## src/rtl/ehc_pkg.sv

```systemverilog
package ehc_pkg;
  typedef enum logic [1:0] {
    OUT_NONE   = 2'd0,
    OUT_COMMIT = 2'd1,
    OUT_ABORT  = 2'd2
  } outcome_e;
endpackage

```

## src/rtl/ehc_merge.sv

```systemverilog
module ehc_merge #(
  parameter int NUM_SRC = 4,
  parameter int ERR_W   = 8
) (
  input  logic [NUM_SRC*ERR_W-1:0] codes_i,
  output logic [ERR_W-1:0]         merged_o,
  output logic                     any_o
);
  // Running OR chain: one stage per source.
  logic [ERR_W-1:0] acc [NUM_SRC+1];

  assign acc[0] = '0;

  for (genvar g = 0; g < NUM_SRC; g++) begin : g_or
    assign acc[g+1] = acc[g] | codes_i[g*ERR_W +: ERR_W];
  end

  assign merged_o = acc[NUM_SRC];
  assign any_o    = |acc[NUM_SRC];
endmodule

```

## src/rtl/ehc_decide.sv

```systemverilog
module ehc_decide
  import ehc_pkg::*;
(
  input  logic     busy_i,
  input  logic     insn_end_i,
  input  logic     stall_i,
  input  logic     any_err_i,
  input  logic     halt_req_i,
  output outcome_e outcome_o,
  output logic     stop_o
);
  logic retire;

  assign retire = busy_i && insn_end_i && !stall_i;

  always_comb begin
    outcome_o = OUT_NONE;
    if (retire) begin
      outcome_o = any_err_i ? OUT_ABORT : OUT_COMMIT;
    end
  end

  assign stop_o = (outcome_o == OUT_ABORT) || ((outcome_o == OUT_COMMIT) && halt_req_i);
endmodule

```

## src/rtl/ehc_status.sv

```systemverilog
module ehc_status #(
  parameter int ERR_W = 8
) (
  input  logic             clk_i,
  input  logic             rst_ni,
  input  logic             start_i,
  input  logic             stop_i,
  input  logic [ERR_W-1:0] merged_i,
  output logic             busy_o,
  output logic             done_o,
  output logic [ERR_W-1:0] err_bits_o
);
  logic             busy_q, busy_d;
  logic             done_q, done_d;
  logic [ERR_W-1:0] err_q, err_d;
  logic             start_eff;
  logic             upd_en;

  assign start_eff = start_i && !busy_q;
  assign upd_en    = start_eff || stop_i;

  always_comb begin
    busy_d = busy_q;
    done_d = done_q;
    err_d  = err_q;
    if (start_eff) begin
      busy_d = 1'b1;
      done_d = 1'b0;
      err_d  = '0;
    end else if (stop_i) begin
      busy_d = 1'b0;
      done_d = 1'b1;
      err_d  = merged_i;
    end
  end

  always_ff @(posedge clk_i or negedge rst_ni) begin
    if (!rst_ni) begin
      busy_q <= 1'b0;
      done_q <= 1'b0;
      err_q  <= '0;
    end else if (upd_en) begin
      busy_q <= busy_d;
      done_q <= done_d;
      err_q  <= err_d;
    end
  end

  assign busy_o     = busy_q;
  assign done_o     = done_q;
  assign err_bits_o = err_q;
endmodule

```

## src/rtl/err_halt_ctrl.sv

```systemverilog
module err_halt_ctrl
  import ehc_pkg::*;
#(
  parameter int NUM_SRC = 4,
  parameter int ERR_W   = 8
) (
  input  logic                     clk_i,
  input  logic                     rst_ni,
  input  logic                     start_i,
  input  logic                     insn_end_i,
  input  logic                     stall_i,
  input  logic                     halt_req_i,
  input  logic [NUM_SRC*ERR_W-1:0] src_err_i,
  output logic                     commit_o,
  output logic                     abort_o,
  output logic [ERR_W-1:0]         err_bits_o,
  output logic                     done_o,
  output logic                     busy_o
);
  // Asynchronous assert, synchronous release.
  logic [1:0] rst_sync_q;
  logic       rst_n_int;

  always_ff @(posedge clk_i or negedge rst_ni) begin
    if (!rst_ni) begin
      rst_sync_q <= 2'b00;
    end else begin
      rst_sync_q <= {rst_sync_q[0], 1'b1};
    end
  end

  assign rst_n_int = rst_sync_q[1];

  logic [ERR_W-1:0] merged;
  logic             any_err;
  outcome_e         outcome;
  logic             stop;

  ehc_merge #(.NUM_SRC(NUM_SRC), .ERR_W(ERR_W)) u_merge (
    .codes_i  (src_err_i),
    .merged_o (merged),
    .any_o    (any_err)
  );

  ehc_decide u_decide (
    .busy_i     (busy_o),
    .insn_end_i (insn_end_i),
    .stall_i    (stall_i),
    .any_err_i  (any_err),
    .halt_req_i (halt_req_i),
    .outcome_o  (outcome),
    .stop_o     (stop)
  );

  ehc_status #(.ERR_W(ERR_W)) u_status (
    .clk_i      (clk_i),
    .rst_ni     (rst_n_int),
    .start_i    (start_i),
    .stop_i     (stop),
    .merged_i   (merged),
    .busy_o     (busy_o),
    .done_o     (done_o),
    .err_bits_o (err_bits_o)
  );

  assign commit_o = (outcome == OUT_COMMIT);
  assign abort_o  = (outcome == OUT_ABORT);

  AST_STROBE_EXCL: assert property (@(posedge clk_i) disable iff (!rst_n_int)
    !(commit_o && abort_o));

  AST_NO_STROBE_IDLE: assert property (@(posedge clk_i) disable iff (!rst_n_int)
    !busy_o |-> !(commit_o || abort_o));

  AST_ABORT_HALTS: assert property (@(posedge clk_i) disable iff (!rst_n_int)
    abort_o |=> (done_o && !busy_o));

  AST_ABORT_NONZERO: assert property (@(posedge clk_i) disable iff (!rst_n_int)
    abort_o |=> (err_bits_o != '0));

  AST_ERRBITS_HOLD: assert property (@(posedge clk_i) disable iff (!rst_n_int)
    (!busy_o && !start_i) |=> $stable(err_bits_o));

  AST_STALL_QUIET: assert property (@(posedge clk_i) disable iff (!rst_n_int)
    stall_i |-> !(commit_o || abort_o));
endmodule

```

## config.mk

```make
export PLATFORM = sky130hd
export DESIGN_NAME = err_halt_ctrl
export DESIGN_NICKNAME = d
export VERILOG_FILES = /design/src/rtl/ehc_pkg.sv /design/src/rtl/ehc_merge.sv /design/src/rtl/ehc_decide.sv /design/src/rtl/ehc_status.sv /design/src/rtl/err_halt_ctrl.sv
export SDC_FILE = /design/constraint.sdc
export NUM_CORES = 1
export LEC_CHECK = 0
export CORE_MARGIN = 4
export CORE_UTILIZATION = 30
export CTS_CLUSTER_DIAMETER = 100
export CTS_CLUSTER_SIZE = 30
export DETAILED_ROUTE_END_ITERATION = 6
export GPL_ROUTABILITY_DRIVEN = 0
export PLACE_DENSITY = 0.76
export SLEW_MARGIN = 20
export SYNTH_ARGS = -nofsm -noshare
export SYNTH_HDL_FRONTEND = slang
export SYNTH_SLANG_ARGS = --single-unit
```

## constraint.sdc

```tcl
create_clock -name clk_i -period 8.3 [get_ports clk_i]
set_input_delay 2.49 -clock clk_i [delete_from_list [all_inputs] [get_ports clk_i]]
set_output_delay 2.49 -clock clk_i [all_outputs]
set_load 0.02 [all_outputs]
```

# ---- After elaboration in Yosys (flattened, before gate mapping)
# Index checks and enable logic that the tools add are counted.
dict set report classes {
  eq_ne 2
  n_mux 8
  n_bitwise 3
  reduce_logical 11
}
# op n
set ops {}
lappend ops {{8-bit bitwise OR} 3}
lappend ops {{8-bit two-way mux} 2}
lappend ops {{8-bit OR reduction} 1}
lappend ops {{1-bit logical AND} 4}
lappend ops {{1-bit two-way mux} 4}
lappend ops {{2-bit two-way mux} 2}
lappend ops {{2-bit by 1-bit equality test with 1-bit output (second input constant)} 1}
lappend ops {{2-bit equality test (second input constant)} 1}
lappend ops {{1-bit zero test} 2}
lappend ops {{1-bit logical OR} 2}
lappend ops {{2-bit AND reduction} 1}
lappend ops {{2-bit nonzero test} 1}
dict set report word_totals {
  register_bits 12
  in_bits 38
  output_inout_bits 12
  elab_cells 28
}

# ---- Logic depth before layout (Yosys ltp)
dict set report logic_depth {
  depth_word 11
  ltp_mapped 5
  depth_no_buf 4
}

# ---- Cells and area by module
# From an unflattened synthesis, not the netlist that was laid out.
dict set report unflattened {
  cells_unflattened 55
  area_unflattened_um2 620.6
}
# mod n_inst cells_each area_per_inst_um2 seq_area_each_um2
set modules_own_cells {}
lappend modules_own_cells {ehc_status 1 33 405.4 250.2}
lappend modules_own_cells {ehc_merge 1 11 107.6 0.0}
lappend modules_own_cells {err_halt_ctrl 1 5 68.8 50.0}
lappend modules_own_cells {ehc_decide 1 6 38.8 0.0}

# ---- Least setup slack after synthesis
# Ideal clock, no wire load.
dict set report synth_timing {
  kind {input-to-output}
  from {in src_err_i[11]}
  to {out commit_o}
  arrival_time_ps 4053
  required_time_ps 5810
  setup_slack_ps 1757
  path_stages 3
  n_path_buf 0
  path_cell_list {or4_4 or4_4 nor3_1}
}
dict set report synth_between {
  elab_chain_len 7
}
# element line_no
set synth_rtl {}
lappend synth_rtl {{start: declaration} err_halt_ctrl.sv:13} ;# input logic [NUM_SRC*ERR_W-1:0] src_err_i,
lappend synth_rtl {{8-bit bitwise OR (3 in series)} ehc_merge.sv:15} ;# assign acc[g+1] = acc[g] | codes_i[g*ERR_W +: ERR_W];
lappend synth_rtl {{8-bit OR reduction} ehc_merge.sv:19} ;# assign any_o = |acc[NUM_SRC];
lappend synth_rtl {{2-bit two-way mux} ehc_decide.sv:19} ;# outcome_o = any_err_i ? OUT_ABORT : OUT_COMMIT;
lappend synth_rtl {{2-bit two-way mux} ehc_decide.sv:18} ;# if (retire) begin
lappend synth_rtl {{2-bit by 1-bit equality test with 1-bit output} err_halt_ctrl.sv:66} ;# assign commit_o = (outcome == OUT_COMMIT);
lappend synth_rtl {{end: declaration} err_halt_ctrl.sv:14} ;# output logic commit_o,
# Every way passes these cells.

# ---- Final worst setup path
# Same ends and word-level chain as after synthesis.

==> results.md <==
- Clock Power Share: 0.244
- Synthesized-area fraction occupied by adder cells: 0
- Fmax: 0.138 GHz
- Switch Pwr: 0.0505 mW
- Status: completed
- Reg-to-reg endpoint: u_status.err_bits_o[7]
- # fillers: 169
- WL final: 1800 um
- Root Driver: clkbuf_4
- Post-cts hold buffer count: 0
- Final ANT Viol Nets: 0
- Switching Fraction: 0.273
- Area leader, netlist: dfrtp_1
- Number of buffers created by CTS: 3
- Area of the die: 2580 sq um
- Setup violators final: 0
- Crit path time final: 7260 ps
- Detailed Routing Iterations Pass 1: 4
- Cells after Synth: 48
- Gate power share: 0.354
- Number of cells on the worst reg-to-reg path: 4
- Final Cell Area: 1100 sq um
- Die Height: 50.8 um
- Hold Crit Class: flip-flop to asynchronous set/reset pin
- Synth Net Count: 86
- Post-Synth XOR/XNOR Area: 0
- Critical Path, Cell by Cell: clkdlybuf4s50_1 > or4_4 > or4_4 > nor3_1 > clkdlybuf4s50_1
- CP endpoint kind: output pin
- Fraction of the yosys area taken by sequential cells: 0.545
- Worst Path Buf+Inv: 2
- Int Power: 0.134 mW
- Crit Path Class: input pin to output pin
- Crit path max-delay family: simple AND/OR/NAND/NOR gates
- Compound-Gate Fraction of Synth Area: 0.189
- R2R setup slack: 6810 ps
- Most frequent cells in the layout: clkdlybuf4s50_1, dfrtp_1, nor2_1, nor4_1, a32o_1
- Clock sinks: 12
- Post-synthesis mux area share: 0
- Clk buf depth: 2
- R2r startpoint: u_status.busy_o
- Area of placed instances: 1060 sq um
- Library cells used by synthesis: 18
- Yosys top cell area share: 0.545
- Residual DRC count: 0
- Post-Syn Area: 551 sq um
- Synth-to-Final Area Change: 100%
- Core Box Area: 1730 sq um
- Synth Area per Inst: 11.5 sq um
- PortBufs: 49
- RSZ-0062 raised after global routing: false
- Fin nets: 138
- Boundary Pins: 50
- Sequential power share: 0.402
- Setup Fix Bufs, Post-CTS: 0
- Peak VDD IR: 0.121 mV
- # H-tree levels: 1
- Main combinational cell family by area after synthesis: simple AND/OR/NAND/NOR gates
- Die X-Extent: 50.8 um
- Final period util: 0.874
- Crit-path max cell delay: 630 ps
- Clk pin slew, worst setup/hold paths: 70 ps
- Total power draw: 0.185 mW
- Largest cells by area after synthesis: dfrtp_1, a32o_1, or4_4
- Hpwl dp: 1550 um
- Total grt overflow: 0
- GR Util All Layers: 0.140
- Maxcap violations: 0
- Worst Path Arrival: 4770 ps
- Initial DRC Count: 13
- Pwr/cell area: 168 nW/um^2
- Starting Density: 0.319
- Ys Warns: 0
- Worst endpoint required time: 5810 ps
- Hold slack: 158 ps
- Seq cells post-synth: 12
- Fin. Hold Viols: 0
- Most common cell after layout, fill and taps aside: clkdlybuf4s50_1
- DR vias: 601
- Slowest CP cell: clkdlybuf4s50_1
- Resized Gates After CTS: 0
- Initial antenna violation count: 0
- Via density: 4.85
- Global-route wire length before repair: 2750 um
- Row count: 15
- Largest net degree at the start of global routing: 11
- Post-Synth Simple-Gate Area: 0.245
- Layout cells sized above 1: 0.121
- Worst-Skew Late Latency: 260 ps
- CTS tree: yes
- CP Launch Type: input pin
- Pleak: 0.422 nW
- Crit Path Max Fanout: 3
- DR WL/cell: 14.5 um
- Setup TNS: 0 ps
- Antenna Diode Count: 0
- Clk_skew: 3.38 ps
- Vias in the first global route: 598
- Final Max Tran Viols: 0
## kinds of logic after synthesis
kind of cell / after synthesis
other cells: 1
compound gates: 10
simple gates: 23
buf+inv: 2
flops: 12
## Yosys cell counts
library cell,n
o21a_1,1
or4_1,2
dfrtp_1,12
or2_2,1
conb_1,1
a32o_1,4
nor4_1,4
nor2_1,7
a31o_2,3
or4_4,3
nor3_1,1
a31o_1,1
o31ai_4,1
buf_1,1
clkbuf_1,1
nand4_1,1
nand2b_1,1
nand2_1,3
## worst register-to-register path: stages, from the launching register on
cell and delay (ps):
dfrtp_1 390, nand2_1 80, nor2_1 380, o31ai_4 230, a32o_1 300
## per-stage QoR
step	worst slack, ps	util	std cells
2_1_floorplan	1760	-	48
3_3_place_gp	1050	0.617	120
3_5_place_dp	1040	0.617	120
4_1_cts	1040	0.638	124
5_1_grt	1010	0.638	124
6_report	1040	0.638	124
## final cells by class
| cell class | count | area [sq um] | area share |
|---|---|---|---|
| well taps | 25 | 31.3 | 0.0284 |
| clock buffers | 4 | 36.3 | 0.0330 |
| flip-flops and latches | 12 | 300 | 0.273 |
| multi-input cells | 34 | 243 | 0.220 |
| repair buffers | 49 | 490 | 0.445 |
## routing by layer
layer / track usage / vias up / wire, um
met2: 0.250 / 23 / 939
li1: - / 291 / -
met1: 0.164 / 285 / 712
met5: 0 / - / 0
met3: 0.0379 / 2 / 134
met4: 0.0404 / 0 / 8
## worst max path at each step
stage                     cells past startpoint     startpoint       end
after floorplan                               3  src_err_i[11]  commit_o
after global placement                        5  src_err_i[11]  commit_o
after detailed placement                      5  src_err_i[11]  commit_o
after CTS                                     5  src_err_i[11]  commit_o
after global routing                          5  src_err_i[14]  commit_o
final                                         5  src_err_i[11]  commit_o
## flip-flops by register name, summed over array words and instances (netlist names)
register	flops
rst_sync_q	2
u_status.busy_o	1
u_status.done_o	1
u_status.err_bits_o	8
## power by group through the flow
| stage | combinational (mW) | clock [mW] | sequential, mW |
|---|---|---|---|
| final | 0.0653 | 0.0451 | 0.0743 |
| after global routing | 0.0689 | 0.0491 | 0.0755 |
| after CTS | 0.0662 | 0.0465 | 0.0744 |
| after detailed placement | 0.0661 | 0 | 0.0755 |
| after global placement | 0.0648 | 0 | 0.0753 |
| after floorplan | 0.0139 | 0 | 0.0865 |
No activity file was read; power rests on OpenSTA's default activity.
